$ cat config.mk
export PLATFORM = sky130hd
export DESIGN_NAME = irq_presenter
export DESIGN_NICKNAME = d
export VERILOG_FILES = /design/src/rtl/irq_presenter_pkg.sv /design/src/rtl/pres_ipi_arb.sv /design/src/rtl/pres_cmd_stage.sv /design/src/rtl/pres_offer_stage.sv /design/src/rtl/irq_presenter.sv
export SDC_FILE = /design/constraint.sdc
export NUM_CORES = 1
export LEC_CHECK = 0
export ABC_AREA = 1
export BUFFER_PORTS_ARGS = -buffer_cell sky130_fd_sc_hd__buf_4
export CORE_MARGIN = 3
export CORE_UTILIZATION = 38
export DETAILED_ROUTE_END_ITERATION = 12
export HOLD_SLACK_MARGIN = 0.05
export SLEW_MARGIN = 10
export SYNTH_ARGS = -nofsm -noshare
export SYNTH_HDL_FRONTEND = slang
export SYNTH_SLANG_ARGS = --single-unit
$ cat constraint.sdc
create_clock -name clk -period 5.91 [get_ports clk]
set_input_delay 1.773 -clock clk [delete_from_list [all_inputs] [get_ports clk]]
set_output_delay 1.773 -clock clk [all_outputs]
set_load 0.02 [all_outputs]
$ cat src/rtl/irq_presenter_pkg.sv
package irq_presenter_pkg;
   typedef enum logic [2:0] {
      OP_IDLE     = 3'd0,
      OP_ACCEPT   = 3'd1,
      OP_SET_THR  = 3'd2,
      OP_SET_IPI  = 3'd3,
      OP_EOI      = 3'd4,
      OP_POLL     = 3'd5
   } pres_op_e;
endpackage

$ cat src/rtl/pres_ipi_arb.sv
module pres_ipi_arb #(
   parameter int SRC_W   = 24,
   parameter int PRIO_W  = 8,
   parameter int IPI_SRC = 2
) (
   input  logic [SRC_W-1:0]  src_i,
   input  logic [PRIO_W-1:0] pend_i,
   input  logic [PRIO_W-1:0] ipi_prio_i,
   output logic              take_o,
   output logic [SRC_W-1:0]  src_o,
   output logic [PRIO_W-1:0] pend_o,
   output logic              rej_o,
   output logic [SRC_W-1:0]  rej_src_o
);
   localparam logic [SRC_W-1:0] IPI_NUM = SRC_W'(IPI_SRC);
   logic held;
   always_comb begin
      held      = (src_i != '0) && (pend_i <= ipi_prio_i);
      take_o    = !held;
      src_o     = held ? src_i : IPI_NUM;
      pend_o    = held ? pend_i : ipi_prio_i;
      rej_o     = !held && (src_i != '0) && (src_i != IPI_NUM);
      rej_src_o = src_i;
   end
endmodule

$ cat src/rtl/pres_cmd_stage.sv
module pres_cmd_stage
   import irq_presenter_pkg::*;
#(
   parameter int SRC_W   = 24,
   parameter int PRIO_W  = 8,
   parameter int IPI_SRC = 2
) (
   input  logic                    cmd_valid,
   input  logic [2:0]              cmd_op,
   input  logic [SRC_W+PRIO_W-1:0] cmd_data,
   input  logic [PRIO_W-1:0]       thr_i,
   input  logic [SRC_W-1:0]        src_i,
   input  logic [PRIO_W-1:0]       pend_i,
   input  logic [PRIO_W-1:0]       ipi_i,
   input  logic                    irq_i,
   output logic [PRIO_W-1:0]       thr_o,
   output logic [SRC_W-1:0]        src_o,
   output logic [PRIO_W-1:0]       pend_o,
   output logic [PRIO_W-1:0]       ipi_o,
   output logic                    irq_o,
   output logic                    rej_o,
   output logic [SRC_W-1:0]        rej_src_o,
   output logic                    eoi_o,
   output logic [SRC_W-1:0]        eoi_src_o,
   output logic                    resend_o
);
   localparam logic [SRC_W-1:0]  IPI_NUM = SRC_W'(IPI_SRC);
   localparam logic [PRIO_W-1:0] PRIO_NONE = '1;

   pres_op_e          op;
   logic [PRIO_W-1:0] val;
   logic [PRIO_W-1:0] hi_field;
   logic [PRIO_W-1:0] ipi_sel;
   logic              a_take, a_rej;
   logic [SRC_W-1:0]  a_src, a_rej_src;
   logic [PRIO_W-1:0] a_pend;

   assign op       = pres_op_e'(cmd_op);
   assign val      = cmd_data[PRIO_W-1:0];
   assign hi_field = cmd_data[SRC_W+PRIO_W-1:SRC_W];
   assign ipi_sel  = (cmd_valid && op == OP_SET_IPI) ? val : ipi_i;

   pres_ipi_arb #(.SRC_W(SRC_W), .PRIO_W(PRIO_W), .IPI_SRC(IPI_SRC)) u_arb (
      .src_i(src_i), .pend_i(pend_i), .ipi_prio_i(ipi_sel),
      .take_o(a_take), .src_o(a_src), .pend_o(a_pend),
      .rej_o(a_rej), .rej_src_o(a_rej_src)
   );

   always_comb begin
      thr_o = thr_i; src_o = src_i; pend_o = pend_i; ipi_o = ipi_i; irq_o = irq_i;
      rej_o = 1'b0; rej_src_o = src_i;
      eoi_o = 1'b0; eoi_src_o = cmd_data[SRC_W-1:0];
      resend_o = 1'b0;
      if (cmd_valid) begin
         unique case (op)
            OP_ACCEPT: begin
               thr_o = pend_i; src_o = '0; pend_o = PRIO_NONE; irq_o = 1'b0;
            end
            OP_SET_THR: begin
               thr_o = val;
               if (val < thr_i) begin
                  if (src_i != '0 && val <= pend_i) begin
                     src_o = '0; pend_o = PRIO_NONE; irq_o = 1'b0;
                     rej_o = (src_i != IPI_NUM);
                  end
               end else if (src_i == '0) begin
                  resend_o = 1'b1;
                  if (ipi_i < val) begin
                     src_o = a_src; pend_o = a_pend; irq_o = 1'b1;
                  end
               end
            end
            OP_SET_IPI: begin
               ipi_o = val;
               if (val < thr_i && a_take) begin
                  src_o = a_src; pend_o = a_pend; irq_o = 1'b1;
                  rej_o = a_rej; rej_src_o = a_rej_src;
               end
            end
            OP_EOI: begin
               thr_o = hi_field;
               eoi_o = 1'b1;
               if (src_i == '0) begin
                  resend_o = 1'b1;
                  if (ipi_i < hi_field) begin
                     src_o = a_src; pend_o = a_pend; irq_o = 1'b1;
                  end
               end
            end
            default: ;
         endcase
      end
   end
endmodule

$ cat src/rtl/pres_offer_stage.sv
module pres_offer_stage #(
   parameter int SRC_W   = 24,
   parameter int PRIO_W  = 8,
   parameter int IPI_SRC = 2
) (
   input  logic              offer_valid,
   input  logic [SRC_W-1:0]  offer_src,
   input  logic [PRIO_W-1:0] offer_prio,
   input  logic [PRIO_W-1:0] thr_i,
   input  logic [SRC_W-1:0]  src_i,
   input  logic [PRIO_W-1:0] pend_i,
   input  logic              irq_i,
   output logic [SRC_W-1:0]  src_o,
   output logic [PRIO_W-1:0] pend_o,
   output logic              irq_o,
   output logic              rej_o,
   output logic [SRC_W-1:0]  rej_src_o
);
   localparam logic [SRC_W-1:0] IPI_NUM = SRC_W'(IPI_SRC);
   logic refuse;
   always_comb begin
      src_o = src_i; pend_o = pend_i; irq_o = irq_i;
      rej_o = 1'b0; rej_src_o = offer_src;
      refuse = (offer_prio >= thr_i) || ((src_i != '0) && (pend_i <= offer_prio));
      if (offer_valid) begin
         if (refuse) begin
            rej_o = 1'b1;
         end else begin
            rej_o     = (src_i != '0) && (src_i != IPI_NUM);
            rej_src_o = src_i;
            src_o = offer_src; pend_o = offer_prio; irq_o = 1'b1;
         end
      end
   end
endmodule

$ cat src/rtl/irq_presenter.sv
module irq_presenter
   import irq_presenter_pkg::*;
#(
   parameter int SRC_W   = 24,
   parameter int PRIO_W  = 8,
   parameter int IPI_SRC = 2
) (
   input  logic                    clk,
   input  logic                    rst_n,
   input  logic                    offer_valid,
   input  logic [SRC_W-1:0]        offer_src,
   input  logic [PRIO_W-1:0]       offer_prio,
   input  logic                    cmd_valid,
   input  logic [2:0]              cmd_op,
   input  logic [SRC_W+PRIO_W-1:0] cmd_data,
   output logic [SRC_W+PRIO_W-1:0] rd_data_o,
   output logic [PRIO_W-1:0]       rd_ipi_o,
   output logic                    irq_o,
   output logic [1:0]              rej_valid_o,
   output logic [2*SRC_W-1:0]      rej_src_o,
   output logic                    eoi_valid_o,
   output logic [SRC_W-1:0]        eoi_src_o,
   output logic                    resend_o
);
   localparam int                LANES     = 2;
   localparam logic [SRC_W-1:0]  IPI_NUM   = SRC_W'(IPI_SRC);
   localparam logic [PRIO_W-1:0] PRIO_NONE = '1;

   initial begin
      assert (SRC_W >= 2 && PRIO_W >= 1)
         else $error("irq_presenter: widths too small");
      assert (IPI_SRC > 0 && IPI_SRC < (1 << SRC_W))
         else $error("irq_presenter: IPI number must be nonzero and fit the source field");
   end

   logic [PRIO_W-1:0] thr_q, pend_q, ipi_q;
   logic [SRC_W-1:0]  src_q;
   logic              irq_q;

   logic [PRIO_W-1:0] c_thr, c_pend, c_ipi, o_pend;
   logic [SRC_W-1:0]  c_src, o_src;
   logic              c_irq, o_irq;
   logic [LANES-1:0]  lane_v;
   logic [SRC_W-1:0]  lane_s [LANES];
   logic              c_eoi, c_resend;
   logic [SRC_W-1:0]  c_eoi_src;

   pres_cmd_stage #(.SRC_W(SRC_W), .PRIO_W(PRIO_W), .IPI_SRC(IPI_SRC)) u_cmd (
      .cmd_valid(cmd_valid), .cmd_op(cmd_op), .cmd_data(cmd_data),
      .thr_i(thr_q), .src_i(src_q), .pend_i(pend_q), .ipi_i(ipi_q), .irq_i(irq_q),
      .thr_o(c_thr), .src_o(c_src), .pend_o(c_pend), .ipi_o(c_ipi), .irq_o(c_irq),
      .rej_o(lane_v[0]), .rej_src_o(lane_s[0]),
      .eoi_o(c_eoi), .eoi_src_o(c_eoi_src), .resend_o(c_resend)
   );

   pres_offer_stage #(.SRC_W(SRC_W), .PRIO_W(PRIO_W), .IPI_SRC(IPI_SRC)) u_offer (
      .offer_valid(offer_valid), .offer_src(offer_src), .offer_prio(offer_prio),
      .thr_i(c_thr), .src_i(c_src), .pend_i(c_pend), .irq_i(c_irq),
      .src_o(o_src), .pend_o(o_pend), .irq_o(o_irq),
      .rej_o(lane_v[1]), .rej_src_o(lane_s[1])
   );

   always_ff @(posedge clk) begin
      if (!rst_n) begin
         thr_q <= '0; src_q <= '0; pend_q <= PRIO_NONE; ipi_q <= PRIO_NONE; irq_q <= 1'b0;
         eoi_valid_o <= 1'b0; eoi_src_o <= '0; resend_o <= 1'b0;
      end else begin
         thr_q <= c_thr; src_q <= o_src; pend_q <= o_pend; ipi_q <= c_ipi; irq_q <= o_irq;
         eoi_valid_o <= c_eoi; eoi_src_o <= c_eoi_src; resend_o <= c_resend;
      end
   end

   for (genvar g = 0; g < LANES; g++) begin : g_lane
      always_ff @(posedge clk) begin
         if (!rst_n) begin
            rej_valid_o[g] <= 1'b0;
            rej_src_o[g*SRC_W +: SRC_W] <= '0;
         end else begin
            rej_valid_o[g] <= lane_v[g];
            rej_src_o[g*SRC_W +: SRC_W] <= lane_s[g];
         end
      end
      assert_no_ipi_reject_R9 : assert property (@(posedge clk) disable iff (!rst_n)
         rej_valid_o[g] |-> rej_src_o[g*SRC_W +: SRC_W] != IPI_NUM);
   end

   assign rd_data_o = {thr_q, src_q};
   assign rd_ipi_o  = ipi_q;
   assign irq_o     = irq_q;

   assert_line_tracks_slot_R12 : assert property (@(posedge clk) disable iff (!rst_n)
      irq_o == (src_q != '0));
   assert_empty_slot_prio_R1 : assert property (@(posedge clk) disable iff (!rst_n)
      (src_q == '0) |-> pend_q == PRIO_NONE);
   assert_accept_empties_R4 : assert property (@(posedge clk) disable iff (!rst_n)
      (cmd_valid && cmd_op == 3'(OP_ACCEPT) && !offer_valid) |=> (src_q == '0 && !irq_o));
   assert_refuse_low_prio_R2 : assert property (@(posedge clk) disable iff (!rst_n)
      (offer_valid && !cmd_valid && offer_prio >= thr_q)
         |=> (rej_valid_o[1] && rej_src_o[2*SRC_W-1:SRC_W] == $past(offer_src) && $stable(src_q)));
   assert_poll_quiet_R10 : assert property (@(posedge clk) disable iff (!rst_n)
      (cmd_valid && cmd_op == 3'(OP_POLL) && !offer_valid)
         |=> ($stable(rd_data_o) && $stable(rd_ipi_o) && !rej_valid_o[0]));
   assert_eoi_forward_R8 : assert property (@(posedge clk) disable iff (!rst_n)
      (cmd_valid && cmd_op == 3'(OP_EOI))
         |=> (eoi_valid_o && eoi_src_o == $past(cmd_data[SRC_W-1:0])));
endmodule

# After elaboration in Yosys (flattened, before gate mapping)
# Index checks and enable logic that the tools add are counted.
dict set report totals {
  reg_bits 125
  input_bits 71
  output_inout_bits 117
  word_cells 90
}
dict set report op_classes {
  n_lt_le_gt_ge 7
  n_eq_ne 6
  n_mux 49
  n_reduce_logical 16
}
# operator count
set op_table {}
lappend op_table {{two-way mux 24 bit} 13}
lappend op_table {{two-way mux 8 bit} 13}
lappend op_table {{case mux 24 bit (4 select lines)} 1}
lappend op_table {{!= test 24 x 2 -> 1 bit, second input constant} 2}
lappend op_table {{nonzero test 24 bit} 2}
lappend op_table {{case mux 8 bit (4 select lines)} 1}
lappend op_table {{less-or-equal comparator 8 bit} 3}
lappend op_table {{zero test 24 bit} 1}
lappend op_table {{less-than comparator 8 bit} 3}
lappend op_table {{case mux 8 bit (3 select lines)} 1}
lappend op_table {{two-way mux 1 bit} 17}
lappend op_table {{greater-or-equal comparator 8 bit} 1}
lappend op_table {{logical AND 1 bit} 8}
lappend op_table {{== test 3 x 2 -> 1 bit, second input constant} 2}
lappend op_table {{AND reduction 2 bit} 3}
lappend op_table {{case mux 1 bit (2 select lines)} 2}
lappend op_table {{case mux 1 bit (4 select lines)} 1}
lappend op_table {{== test 3 x 1 -> 1 bit, second input constant} 1}
lappend op_table {{== test 3 bit, second input constant} 1}
lappend op_table {{zero test 1 bit} 1}
lappend op_table {{logical OR 1 bit} 1}

# Depth between registers and ports, before layout
dict set report logic_depth {
  depth_word 16
  depth_mapped 36
  depth_no_buf 34
}

# Modules after synthesis
# Synthesis repeated with hierarchy kept, for this count alone.
dict set report unflattened {
  cells_unflattened 1516
  area_unflattened_um2 9460.3
}
# mod n_inst cells_each area_per_inst_um2 seq_area_each_um2
set modules_own_cells {}
lappend modules_own_cells {irq_presenter 1 389 3575.9 2502.4}
lappend modules_own_cells {pres_cmd_stage 1 659 3385.7 0.0}
lappend modules_own_cells {pres_offer_stage 1 316 1565.3 0.0}
lappend modules_own_cells {pres_ipi_arb 1 152 933.4 0.0}

# Least setup slack after synthesis
# No wires, ideal clock.
dict set report synth_path {
  kind {input to register}
  from {input cmd_op[2]}
  to {register src_q[22]}
  setup_time_ps 113
  t_arrival_ps 5532
  required_ps 5797
  slack_ps 265
  stages 29
  path_buffers 3
  cell_sequence {inv_2 > nand2_1 > nor2_2 > nand2_1 > clkbuf_1 > o21ai_0 > inv_1 > ha_1 > a21o_1 > nor2_1 > nand2_1 > nand2_1 > nand2_4 > clkbuf_1 > o211ai_1 > o211ai_1 > a21oi_1 > ha_1 > a21oi_1 > nor2_1 > a211oi_1 > o211ai_1 > o21ai_0 > nand2_2 > nand3_4 > buf_2 > nand2_1 > nand2_1 > nor2_1}
}
dict set report synth_via {
  elab_chain_cells 16
  elab_cells_between_ends 37
  classes_between {order compare (3); eq/ne (4); mux (23); reduce/logical (7)}
}
# item line_no
set synth_rtl {}
lappend synth_rtl {{start, declared} irq_presenter.sv:14} ;# input logic [2:0] cmd_op,
lappend synth_rtl {{== test 3 x 2 -> 1 bit} {pres_cmd_stage.sv:41, pres_cmd_stage.sv:55}}
lappend synth_rtl {{logical AND 1 bit} pres_cmd_stage.sv:41} ;# assign ipi_sel = (cmd_valid && op == OP_SET_IPI) ? val : ipi_i;
lappend synth_rtl {{two-way mux 8 bit} pres_cmd_stage.sv:41}
lappend synth_rtl {{less-or-equal comparator 8 bit} pres_ipi_arb.sv:18} ;# held = (src_i != '0) && (pend_i <= ipi_prio_i);
lappend synth_rtl {{logical AND 1 bit} pres_ipi_arb.sv:18}
lappend synth_rtl {{two-way mux 8 bit or two-way mux 24 bit (tied branches)} {pres_ipi_arb.sv:21, pres_ipi_arb.sv:20}}
lappend synth_rtl {{two-way mux 8 bit or two-way mux 24 bit (tied branches)} pres_cmd_stage.sv:68} ;# if (ipi_i < val) begin
lappend synth_rtl {{two-way mux 8 bit or two-way mux 24 bit (tied branches)} pres_cmd_stage.sv:66} ;# end else if (src_i == '0) begin
lappend synth_rtl {{two-way mux 8 bit or two-way mux 24 bit (tied branches)} pres_cmd_stage.sv:61} ;# if (val < thr_i) begin
lappend synth_rtl {{case mux 8 bit (4 select lines) or case mux 24 bit (4 select lines) (tied branches)} pres_cmd_stage.sv:55} ;# unique case (op)
lappend synth_rtl {{two-way mux 8 bit or two-way mux 24 bit (tied branches)} pres_cmd_stage.sv:54} ;# if (cmd_valid) begin
lappend synth_rtl {{less-or-equal comparator 8 bit or nonzero test 24 bit (tied branches)} pres_offer_stage.sv:24} ;# refuse = (offer_prio >= thr_i) || ((src_i != '0) && (pend_i <= offer_prio));
lappend synth_rtl {{logical AND 1 bit} pres_offer_stage.sv:24}
lappend synth_rtl {{logical OR 1 bit} pres_offer_stage.sv:24}
lappend synth_rtl {{two-way mux 24 bit} pres_offer_stage.sv:26} ;# if (refuse) begin
lappend synth_rtl {{two-way mux 24 bit *} pres_offer_stage.sv:25} ;# if (offer_valid) begin
lappend synth_rtl {{end signal, assigned} irq_presenter.sv:68} ;# thr_q <= c_thr; src_q <= o_src; pend_q <= o_pend; ipi_q <= c_ipi; irq_q <= o_irq;
lappend synth_rtl {{end, declared} irq_presenter.sv:37} ;# logic [SRC_W-1:0] src_q;
# Every way passes the cells marked *; elsewhere a longest branch is shown, timed or not.
# A chain may end at the register's enable or synchronous reset.

# Worst setup path after layout
dict set report layout_path {
  from {input cmd_op[2]}
  to {register src_q[21]}
}
# Same word-level chain as after synthesis.

==> flow_summary.json <==
{
  "first_global_vias": 6343,
  "syn_area_per_cell_um2": 6.68,
  "finalCritPeriodShare_pct": 93.3,
  "place.port_buffers": 187,
  "cts_tree": "built",
  "clkLatencyLatePin_ps": 420,
  "initial_core_util_pct": 39.5,
  "slowest_stage": "ha_1",
  "cp.arrival_ps": 5820,
  "relSlewSlack_pct": 48.6,
  "synth_edf_count": 0,
  "dieArea_um2": 20000,
  "gp_congestion": 0.971,
  "drcViolationCount": 0,
  "startpoint_type": "input pin",
  "cts_max_path_buffers": 2,
  "nFillCells": 1766,
  "htreeDepth": 4,
  "die_h_um": 141,
  "synth_seq_cells": 125,
  "wl_per_cell_um": 14.6,
  "maxCapViolations": 0,
  "antenna_found_initial": 0,
  "ys_seq_area_share_pct": 36.0,
  "grt_max_degree": 71,
  "syn_nets": 1166,
  "synth_warnings": 0,
  "critical_path.max_fanout": 31,
  "drive_gt1_share_pct": 23.6,
  "grt_pass1_wl_um": 33200,
  "cp-end-kind": "flop",
  "area_growth_syn_to_layout_pct": 31.6,
  "drtPass1Iterations": 5,
  "slew_violations": 0,
  "p_leak_nw": 5.35,
  "syn_inst": 1042,
  "syn_area_um2": 6960,
  "vias": 6770,
  "fin_worst_skew_ps": 7.61,
  "cts_root_buffer": "clkbuf_16",
  "hold_viol_final": 0,
  "core_um2": 17600,
  "required_ps": 6220,
  "setup_viol": 0,
  "pwr_density_cell_nw_per_um2": 324,
  "most-common-layout-cells": "nand2_1, buf_4, inv_1",
  "layout_commonest_cell": "nand2_1",
  "wl_um": 21200,
  "tritoncts.num_buffers": 17,
  "fin_tns_setup_ps": 0,
  "antennaDiodeCount": 0,
  "final_cell_area_um2": 9160,
  "pin_count": 188,
  "track_usage_pct": 21.0,
  "synth_cell_types": 35,
  "cts.sinks": 125,
  "period_minus_slack_ps": 5510,
  "final_nets": 1336,
  "hold_path.class": "reg -> reg",
  "cp_slowest_stage_delay_ps": 280,
  "timing.fmax_ghz": 0.181,
  "overflow": 0,
  "max-vdd-ir-drop_v": 0.000245,
  "die_w_um": 141,
  "std_cell_rows": 48,
  "final_core_util_pct": 52.0,
  "dpl_cell_area_um2": 8550,
  "tightest_slew_ps": 772,
  "clkTransAtPathRegs_ps": 60,
  "async_flop_share_pct": 0,
  "synth-main-ff-cell": "dfxtp_1",
  "viasPerCell": 4.67,
  "ant_nets": 0,
  "path_class": "in -> reg",
  "dpl.hpwl_um": 16300,
  "first_iter_violations": 353,
  "status": "finished, final reports clean",
  "cpMostUsedCell": "nand2_1"
}
## final cells by class
| type | count | area (um2) | share of cell area (%) |
|---|---|---|---|
| inverter | 184 | 691 | 7.54 |
| clock buffer | 23 | 488 | 5.33 |
| timing repair buffer | 214 | 1640 | 18.0 |
| multi-input combinational | 670 | 3440 | 37.6 |
| sequential | 125 | 2500 | 27.3 |
| clock inverter | 9 | 109 | 1.19 |
| tap | 225 | 282 | 3.07 |
## metrics by stage
step	hold slack, ps	worst slack, ps	std cells	power [W]
3_3_place_gp	460	-63.5	1418	0.00192
4_1_cts	466	338	1450	0.00299
6_report	464	396	1450	0.00296
5_1_grt	484	-15.7	1450	0.00315
2_1_floorplan	434	265	1042	0.00161
3_5_place_dp	455	-73.2	1418	0.00192
## sequential cells by signal, indices dropped and copies added, names as in the netlist
signal,cells
rej_valid_o,2
src_q,24
eoi_valid_o,1
irq_o,1
eoi_src_o,24
thr_q,8
rd_ipi_o,8
resend_o,1
pend_q,8
rej_src_o,48
## where the power goes
| group | leakage (nW) | internal (W) | switching (W) |
|---|---|---|---|
| registers | 1.03 | 0.000927 | 0.0000616 |
| clock network | 0.294 | 0.000666 | 0.000388 |
| logic | 4.02 | 0.000343 | 0.000578 |
| total | 5.35 | 0.00194 | 0.00103 |
## cell usage after synthesis (2+ instances only)
library cell    n  share of area, %
a211oi_1        2              0.22
a21o_1          3              0.32
a21oi_1        30               2.2
a21oi_2         2              0.25
a31oi_1         2              0.18
buf_1           3              0.16
buf_2           9              0.65
buf_4          26               2.8
clkbuf_1       25               1.3
clkinv_1        2              0.11
dfxtp_1       125                36
ha_1           53               9.5
inv_1         154               8.3
inv_2          28               1.5
nand2_1       310                17
nand2_2         5              0.45
nand3_1        25               1.8
nand3_4         3              0.76
nand4_1        39               3.5
nor2_1        124               6.7
o211ai_1       20               2.2
o21a_1          2              0.22
o21ai_0        28               2.0
o21ai_1         4              0.29
o22ai_1         8              0.72
## critical path, delay by kind of cell
family / cells / cell delay [ps]
AO/OA/AOI/OAI: 7 / 1170
buffers and inverters: 6 / 690
adder cells (fa/ha/maj): 2 / 560
AND/OR/NAND/NOR: 18 / 1600
## worst paths after layout
| path | from | end | slack, ps | cells past startpoint |
|---|---|---|---|---|
| max | cmd_op[2] | src_q[21]$_SDFF_PN0_ | 400 | 33 |
| min | src_q[11]$_SDFF_PN0_ | rej_src_o[11]$_SDFF_PN0_ | 460 | 2 |
| max reg2reg | rd_ipi_o[7]$_SDFFE_PN1P_ | src_q[21]$_SDFF_PN0_ | 2000 | 26 |
| min reg2reg | src_q[11]$_SDFF_PN0_ | rej_src_o[11]$_SDFF_PN0_ | 460 | 2 |
## cell families after synthesis
kind of cell	synth area share [%]
AND/OR/NAND/NOR	30.5
buffers and inverters	14.9
adder cells (fa/ha/maj)	9.53
flip-flops	36.0
AO/OA/AOI/OAI	9.13
## per-layer routing
| layer | up-vias | wire length [um] | track usage, % |
|---|---|---|---|
| met1 | 2969 | 9560 | 27.2 |
| met3 | 23 | 1700 | 7.18 |
| li1 | 3563 | - | - |
| met2 | 215 | 9480 | 33.0 |
| met4 | 0 | 432 | 6.37 |
| met5 | - | 0 | 0 |
## what timing repair did
action / in CTS / in global routing
hold buffers: 0 / 0
buffers inserted: 0 / 0
endpoints found under the hold margin: 0 / 0
endpoints found under the setup margin: 0 / 58
gates resized for setup: 0 / 5
Power figures use the tool's default switching activity.
